`src/rtl/excl_pkg.sv`:
```
package excl_pkg;

    localparam int OP_W = 3;

    typedef enum logic [OP_W-1:0] {
        OP_IDLE       = 3'd0,
        OP_READ       = 3'd1,
        OP_WRITE      = 3'd2,
        OP_READ_LINK  = 3'd3,
        OP_WRITE_COND = 3'd4
    } op_e;

    // Decoded request class carried down the serialisation chain.
    typedef struct packed {
        logic rd;    // returns a word
        logic wr;    // may write a word
        logic link;  // records a reservation
        logic cond;  // write gated by reservation
    } op_dec_t;

    function automatic op_dec_t decode_op(logic [OP_W-1:0] raw);
        op_dec_t d;
        d = '0;
        case (raw)
            OP_READ:       d.rd = 1'b1;
            OP_WRITE:      d.wr = 1'b1;
            OP_READ_LINK:  begin d.rd = 1'b1; d.link = 1'b1; end
            OP_WRITE_COND: begin d.wr = 1'b1; d.cond = 1'b1; end
            default:       d = '0;
        endcase
        return d;
    endfunction

    function automatic logic wants_rsp(op_dec_t d);
        return d.rd | d.wr;
    endfunction

endpackage

```
`src/rtl/excl_front.sv`:
```
module excl_front
    import excl_pkg::*;
#(
    parameter int NC = 3
) (
    input  logic [NC*OP_W-1:0] req_op,
    input  logic [NC-1:0]      clr,
    input  logic [NC-1:0]      rv_in,
    output op_dec_t [NC-1:0]   dec,
    output logic [NC-1:0]      rv_out
);

    for (genvar g = 0; g < NC; g++) begin : g_dec
        assign dec[g] = decode_op(req_op[g*OP_W +: OP_W]);
    end

    // Clears land before any request of the same cycle.
    assign rv_out = rv_in & ~clr;

endmodule

```
`src/rtl/excl_stage.sv`:
```
module excl_stage
    import excl_pkg::*;
#(
    parameter int NC  = 3,
    parameter int AW  = 4,
    parameter int DW  = 8,
    parameter int IDX = 0
) (
    input  op_dec_t                          dec,
    input  logic [AW-1:0]                    addr,
    input  logic [DW-1:0]                    wdata,
    input  logic [NC-1:0]                    rv_in,
    input  logic [NC-1:0][AW-1:0]            ra_in,
    input  logic [(1<<AW)-1:0][DW-1:0]       mem_in,
    output logic [NC-1:0]                    rv_out,
    output logic [NC-1:0][AW-1:0]            ra_out,
    output logic [(1<<AW)-1:0][DW-1:0]       mem_out,
    output logic [DW-1:0]                    rdata,
    output logic                             fail
);

    logic own_hit;
    logic commit;

    assign own_hit = rv_in[IDX] && (ra_in[IDX] == addr);
    assign commit  = dec.wr && (!dec.cond || own_hit);
    assign rdata   = dec.rd ? mem_in[addr] : '0;
    assign fail    = dec.cond && !own_hit;

    always_comb begin
        mem_out = mem_in;
        if (commit) begin
            mem_out[addr] = wdata;
        end
    end

    always_comb begin
        rv_out = rv_in;
        ra_out = ra_in;
        for (int j = 0; j < NC; j++) begin
            if (commit && (j != IDX) && rv_in[j] && (ra_in[j] == addr)) begin
                rv_out[j] = 1'b0;
            end
        end
        if (dec.link) begin
            rv_out[IDX] = 1'b1;
            ra_out[IDX] = addr;
        end
        if (dec.cond) begin
            rv_out[IDX] = 1'b0;
        end
    end

endmodule

```
`src/rtl/excl_monitor.sv`:
```
module excl_monitor
    import excl_pkg::*;
#(
    parameter int NC = 3,
    parameter int AW = 4,
    parameter int DW = 8
) (
    input  logic                 clk,
    input  logic                 rst,
    input  logic [NC*OP_W-1:0]   req_op,
    input  logic [NC*AW-1:0]     req_addr,
    input  logic [NC*DW-1:0]     req_wdata,
    input  logic [NC-1:0]        clr_resv,
    output logic [NC-1:0]        rsp_vld,
    output logic [NC*DW-1:0]     rsp_rdata,
    output logic [NC-1:0]        rsp_fail
);

    localparam int DEPTH = 1 << AW;

    logic [DEPTH-1:0][DW-1:0] mem_q;
    logic [NC-1:0]            rv_q;
    logic [NC-1:0][AW-1:0]    ra_q;

    op_dec_t [NC-1:0] dec;
    logic [NC-1:0]    rv_clr;

    // Serialisation chain: element k is the state seen by core k.
    logic [NC:0][NC-1:0]            rv_c;
    logic [NC:0][NC-1:0][AW-1:0]    ra_c;
    logic [NC:0][DEPTH-1:0][DW-1:0] mem_c;
    logic [NC-1:0][DW-1:0]          rdata_c;
    logic [NC-1:0]                  fail_c;

    logic [NC-1:0]                  vld_q;
    logic [NC-1:0][DW-1:0]          rdata_q;
    logic [NC-1:0]                  fail_q;

    excl_front #(.NC(NC)) u_front (
        .req_op (req_op),
        .clr    (clr_resv),
        .rv_in  (rv_q),
        .dec    (dec),
        .rv_out (rv_clr)
    );

    assign rv_c[0]  = rv_clr;
    assign ra_c[0]  = ra_q;
    assign mem_c[0] = mem_q;

    for (genvar g = 0; g < NC; g++) begin : g_stage
        excl_stage #(.NC(NC), .AW(AW), .DW(DW), .IDX(g)) u_stage (
            .dec     (dec[g]),
            .addr    (req_addr[g*AW +: AW]),
            .wdata   (req_wdata[g*DW +: DW]),
            .rv_in   (rv_c[g]),
            .ra_in   (ra_c[g]),
            .mem_in  (mem_c[g]),
            .rv_out  (rv_c[g+1]),
            .ra_out  (ra_c[g+1]),
            .mem_out (mem_c[g+1]),
            .rdata   (rdata_c[g]),
            .fail    (fail_c[g])
        );
    end

    always_ff @(posedge clk) begin
        if (rst) begin
            mem_q   <= '0;
            rv_q    <= '0;
            ra_q    <= '0;
            vld_q   <= '0;
            rdata_q <= '0;
            fail_q  <= '0;
        end else begin
            mem_q <= mem_c[NC];
            rv_q  <= rv_c[NC];
            ra_q  <= ra_c[NC];
            for (int i = 0; i < NC; i++) begin
                vld_q[i]   <= wants_rsp(dec[i]);
                rdata_q[i] <= rdata_c[i];
                fail_q[i]  <= fail_c[i];
            end
        end
    end

    assign rsp_vld = vld_q;
    assign rsp_fail = fail_q;
    for (genvar g = 0; g < NC; g++) begin : g_out
        assign rsp_rdata[g*DW +: DW] = rdata_q[g];
    end

    for (genvar g = 0; g < NC; g++) begin : g_chk
        p_rsp_needs_req_r12: assert property (@(posedge clk) disable iff (rst)
            vld_q[g] |-> $past(wants_rsp(dec[g])));

        p_fail_has_rsp_r4: assert property (@(posedge clk) disable iff (rst)
            fail_q[g] |-> vld_q[g]);

        p_cond_drops_own_r5: assert property (@(posedge clk) disable iff (rst)
            dec[g].cond |=> !rv_q[g]);

        p_cond_unreserved_fails_r6: assert property (@(posedge clk) disable iff (rst)
            (dec[g].cond && !rv_q[g]) |=> fail_q[g]);

        p_clear_drops_r10: assert property (@(posedge clk) disable iff (rst)
            (clr_resv[g] && !dec[g].link) |=> !rv_q[g]);
    end

endmodule

```
`config.mk`:
```
export PLATFORM = sky130hd
export DESIGN_NAME = excl_monitor
export DESIGN_NICKNAME = d
export VERILOG_FILES = /design/src/rtl/excl_pkg.sv /design/src/rtl/excl_front.sv /design/src/rtl/excl_stage.sv /design/src/rtl/excl_monitor.sv
export SDC_FILE = /design/constraint.sdc
export NUM_CORES = 1
export LEC_CHECK = 0
export BUFFER_PORTS_ARGS = -buffer_cell sky130_fd_sc_hd__buf_2
export CAP_MARGIN = 20
export CORE_AREA = 3 3 242 244
export DETAILED_ROUTE_END_ITERATION = 12
export DIE_AREA = 0 0 245 247
export PLACE_DENSITY = 0.46
export SYNTH_ARGS = -nofsm -noshare
export SYNTH_HDL_FRONTEND = slang
export SYNTH_SLANG_ARGS = --single-unit
```
`constraint.sdc`:
```
create_clock -name clk -period 6.9 [get_ports clk]
set_input_delay 2.07 -clock clk [delete_from_list [all_inputs] [get_ports clk]]
set_output_delay 2.07 -clock clk [all_outputs]
set_load 0.01 [all_outputs]
```
* Word level (Yosys, flattened, before mapping)
Index checks and enable logic that the tools add are counted.
Cells by class: add/sub/neg operators 0, $mul 0, div/mod/pow operators 0, magnitude comparators 6, equality and inequality tests 21, shift operators 0, muxes and demuxes 41, bitwise gates (word level) 8, reductions and logical operators 45
Operator list (number):
- $bwmux W128 | 3
- $mux W128 | 3
- $bmux W8 S4 | 3
- $demux W8 S4 | 3
- $mux W8 | 6
- $eq A4 B4 Y1 | 9
- $logic_and A1 B1 Y1 | 24
- $reduce_or A2 Y1 | 12
- $mux W1 | 21
- $eq A3 B2 Y1 const B | 6
- $lt A4 B5 Y1 const B | 3
- $ge A4 B1 Y1 const B | 3
- $eq A3 B1 Y1 const B | 3
- $eq A3 B3 Y1 const B | 3
- $mux W4 | 2
- $logic_not A1 Y1 | 6
- $and A3 B3 Y3 | 1
- $logic_or A1 B1 Y1 | 3
- $not A1 Y1 | 3
- $not A3 Y3 | 1
- $or A1 B1 Y1 | 3
Word-level totals: register bits after elaboration 173, bits in latches 0, bits in writable memories 0, ROM bits 0, bits of input ports 50, output and inout port bits 30, logic and storage cells 148, memories kept 0

* Logic depth before layout (Yosys ltp)
depth in word-level cells 20, mapped depth 13, gate-level depth less buffers 8

* Modules after synthesis
From an unflattened synthesis, not the netlist that was laid out.
Unflattened totals: cells, all modules 1878, area total of the unflattened synthesis 16563.4 sq um
By module, submodules not included:
- excl_monitor | instances 1, cells an instance 365, area an instance 4658.2 sq um, sequential area each 3463.3 sq um
- excl_stage (g_stage[2].u_stage) | instances 1, cells an instance 516, area an instance 4002.6 sq um, sequential area each 0.0 sq um
- excl_stage (g_stage[1].u_stage) | instances 1, cells an instance 516, area an instance 3988.8 sq um, sequential area each 0.0 sq um
- excl_stage (g_stage[0].u_stage) | instances 1, cells an instance 463, area an instance 3789.9 sq um, sequential area each 0.0 sq um
- excl_front | instances 1, cells an instance 18, area an instance 123.9 sq um, sequential area each 0.0 sq um

* Worst setup path before layout
No wires, ideal clock.
path type in2reg, from in req_addr[2], to reg rdata_q (netlist bit rsp_rdata[14]), setup time 0.118 ns, arrival 4.520 ns, data required time 6.782 ns, slack 2.261 ns, stages 10, path buffers 2, cells stage by stage buf_4 -> buf_4 -> nor4b_1 -> nand4_1 -> o21ai_2 -> mux2_2 -> mux2_2 -> mux4_2 -> mux2i_1 -> nor2_1
On the way: cells in the longest elaborated chain, start to end 8, elaborated cells between the ends (all ways) 13, classes of those cells order compare: 2; eq/ne: 1; mux: 6; reduce/logical: 4
RTL lines:
- start, declared | line excl_monitor.sv:11 | input logic [NC*AW-1:0] req_addr,
- $lt A4 B5 Y1 (implied by the code) or $ge A4 B1 Y1 (tied branches) | line excl_stage.sv:33 | mem_out[addr] = wdata;
- $logic_and A1 B1 Y1 (implied by the code) | line excl_stage.sv:33
- $mux W8 (implied by the code) | line excl_stage.sv:33
- $demux W8 S4
- $bwmux W128 | line excl_stage.sv:33
- $mux W128 (*) | line excl_stage.sv:32 | if (commit) begin
- $bmux W8 S4 (*) | line excl_stage.sv:27 | assign rdata = dec.rd ? mem_in[addr] : '0;
- $mux W8 (implied by the code) (*) | line excl_stage.sv:27
- end signal, assigned by index | line excl_monitor.sv:81 | rdata_q[i] <= rdata_c[i];
- end, declared | line excl_monitor.sv:36 | logic [NC-1:0][DW-1:0] rdata_q;
Every way passes the cells marked *; elsewhere a longest branch is shown, timed or not. The select of a mux whose other input is x is not followed. A chain may end at the register's enable or synchronous reset.

* Worst setup path in the final report
from in req_addr[0], to reg rdata_q (netlist bit rsp_rdata[20])
On the way: cells in the longest elaborated chain, start to end 13, elaborated cells between the ends (all ways) 22, classes of those cells order compare: 2; eq/ne: 2; mux: 9; reduce/logical: 9
RTL lines (line):
- branches (longest 10 deep; another with $lt A4 B5 Y1)
- $mux W128 (*) | excl_stage.sv:32
- $bmux W8 S4 (*) | excl_stage.sv:27
- $mux W8 (implied by the code) (*) | excl_stage.sv:27
Mark *: on every way between the ends. The select of a mux whose other input is x is not followed.

==> out/summary.txt <==
outcome = finished clean
Worst Tran Pin Value = 1150 ps
Die X = 245 um
top_reg_cell synth = dfxtp_1
final worst path period need = 5510 ps
Synth Area per Inst = 8.77 um2
Synth Register Bits = 173
Worst EP arrival = 5850 ps
sequential fraction of the synthesis area = 24.7%
Synth area leaders = dfxtp_1 25%, mux2i_1 19%, mux4_2 9.8%, nor2_1 5.1%, a21oi_1 3.8%
Critical Path Source Type = input pin
final WL = 75400 um
peak supply drop = 0.000172 V
critical-path cell list = buf_4 > xnor2_1 > and3_1 > a31oi_4 > o211ai_2 > buf_4 > mux2i_1 > a221oi_1 > a32o_1 > a211oi_1
Final Hold Vio Count = 0
slowest cell on the critical path = o211ai_2
synthesis-to-finish area growth = 12.9%
synthesized area = 14000 um2
largest net degree at the start of global routing = 81
setup bufs post-CTS = 0
CP max stage delay = 860 ps
htree depth = 4
Overflow after GRT = 0
crit path buf inv count = 2
Hold Buf Count CTS = 0
Worst EP required = 7240 ps
post-synthesis cell count = 1601
Hold Crit Class = reg2reg
Cell variety after synth = 97
max-capacitance violation count = 0
final setup vio count = 0
synth warn = 0
RSZ-0062 raised after global routing = false
Synth area leader = dfxtp_1
Worst path most repeated cell = buf_4
post-CTS sizing = 0
clock skew = 17.9 ps
asr flop ratio synth = 0%
top cell family by delay on the critical path = compound AO/OA/AOI/OAI gates
Setup crit end kind = flop
nets = 1667
Setup CP Type = in2reg
Ports = 80
Final TNS setup = 0 ps
R2R cell count = 9
PwrDens = 158 nW/um2
Die Ht = 247 um
initial DRC count = 1844
root buffer cell = clkbuf_16
Clock Latency Late Sink = 490 ps
Stages on worst setup path = 10
Vias per Instance = 5.95
Clock Sinks = 173
first-pass GRT wire length = 105000 um
Hold Path Depth = 2
initial antenna violation count = 4
GPL Wtd Cong = 1.02
Die ar. = 60500 um2
Layout Utilization = 28.1%
vias in the first global route = 13800
fmax = 181 MHz
clk slew on worst S/H paths = 80 ps
final period utilization = 79.9%
CTS tree = built
max_slew headroom = 23.4%
site row count = 87
Detailed Routing Iterations Pass 1 = 8
Total Routing Usage GR = 24.4%
top cell type's share of synthesized area = 24.7%
layout cells sized above 1 = 21.2%
number of routed nets with antenna violations = 0
clk buf depth = 2
critical path fanouts, max = 30
DP HPWL = 51900 um
Leak = 6.74 nW
CORE AREA = 56500 um2
wire length per cell = 31.6 um
syn_nets = 1651
routed vias = 14200
Slew Viols, Final = 0
Remaining DRCs = 0
TritonCTS Buffers = 17
# port buffers = 79
Post-synth EDFFs = 0
Starting Density = 24.9%
==> area by class of cell <==
| cell class | count | area, um2 |
|---|---|---|
| Fill cell | 6015 | 40600 |
| Multi-Input combinational cell | 1248 | 9790 |
| Sequential cell | 173 | 3460 |
| Timing Repair Buffer | 155 | 988 |
| Tap cell | 756 | 946 |
| Clock buffer | 19 | 453 |
| Clock inverter | 13 | 131 |
| Inverter | 22 | 82.6 |
| Antenna cell | 3 | 7.51 |
==> worst paths after layout <==
check                            startpoint       endpoint  slack (ps)
worst min-delay path                ra_c[9]        ra_c[9]         540
worst min register to register      ra_c[9]        ra_c[9]         540
worst max-delay path            req_addr[0]  rsp_rdata[20]        1390
worst max register to register      ra_c[0]  rsp_rdata[20]        3110
==> cell usage after synthesis (8+ instances only) <==
| cell | n |
|---|---|
| nand2_2 | 8 |
| nand4_1 | 15 |
| nor3_1 | 27 |
| o2111ai_1 | 9 |
| nand2_1 | 108 |
| o21ai_0 | 24 |
| and3_1 | 12 |
| a31oi_1 | 16 |
| buf_2 | 28 |
| mux4_2 | 61 |
| buf_4 | 13 |
| a211oi_1 | 21 |
| nor2b_1 | 17 |
| nor4_1 | 10 |
| xnor2_1 | 31 |
| o211ai_1 | 36 |
| nand2b_1 | 19 |
| a211o_1 | 14 |
| a221oi_1 | 9 |
| mux2_2 | 36 |
| a21oi_1 | 107 |
| a2111oi_0 | 8 |
| buf_1 | 9 |
| nand3_1 | 40 |
| dfxtp_1 | 173 |
| clkbuf_1 | 101 |
| inv_1 | 21 |
| o21a_1 | 14 |
| nor2_1 | 192 |
| mux2i_1 | 260 |
==> report_power, final <==
group | leakage (nW) | switching [mW] | internal, mW
logic | 5.07 | 0.323 | 0.134
registers | 1.40 | 0.0116 | 1.02
clock network | 0.271 | 0.504 | 0.524
total | 6.74 | 0.838 | 1.67
==> placed cells by master, fill, tap and decap left out, types with 19 or more instances in the layout <==
cell type and n:
mux2i_1 260, nor2_1 192, dfxtp_1 173, nand2_1 108, a21oi_1 104, buf_2 78, buf_4 75, mux4_2 61
nand3_1 40, mux2_2 36, o211ai_1 36, xnor2_1 31, nor3_1 27, o21ai_0 23, a211oi_1 21, inv_1 20
nand2b_1 19
==> worst min-delay path, delay by kind of cell (launching register included) <==
family	cells	cell delay, ps
flip-flops	1	360
AO/OA/AOI/OAI	1	60
AND/OR/NAND/NOR	1	70
==> metrics by stage <==
| stage | hold WS (ps) | total power [mW] | area, um2 | worst slack, ps | cells |
|---|---|---|---|---|---|
| 6_report | 537 | 2.51 | 15900 | 1390 | 2389 |
| 5_1_grt | 577 | 2.57 | 15900 | 1260 | 2387 |
| 4_1_cts | 536 | 2.51 | 15900 | 1510 | 2386 |
| 3_5_place_dp | 526 | 1.49 | 15300 | 1020 | 2354 |
| 3_3_place_gp | 522 | 1.49 | 15300 | 853 | 2352 |
| 2_1_floorplan | 497 | 1.32 | 14000 | 2260 | 1601 |
==> cells by family after synthesis <==
logic type / synth area share (%)
buffers and inverters: 5.78
AOI/OAI and AO/OA: 17.3
and+or+nand+nor: 18.1
muxes: 31.4
DFF: 24.7
xor gates and xnor gates: 2.71
==> registers in the layout, indices dropped and copies added, names as in the netlist <==
name and cells:
rsp_fail 3, ra_c 12, rv_q 3, rsp_vld 3, rsp_rdata 24, mem_c 128
==> layer usage <==
layer / vias up / global-route usage (%) / wire length, um
li1: 5986 / - / -
met1: 7026 / 30.9 / 30700
met2: 939 / 36.6 / 32000
met3: 265 / 6.47 / 7480
met4: 0 / 16.0 / 5230
met5: - / 0 / 0
Note: power is estimated with default switching activity, not from simulation.
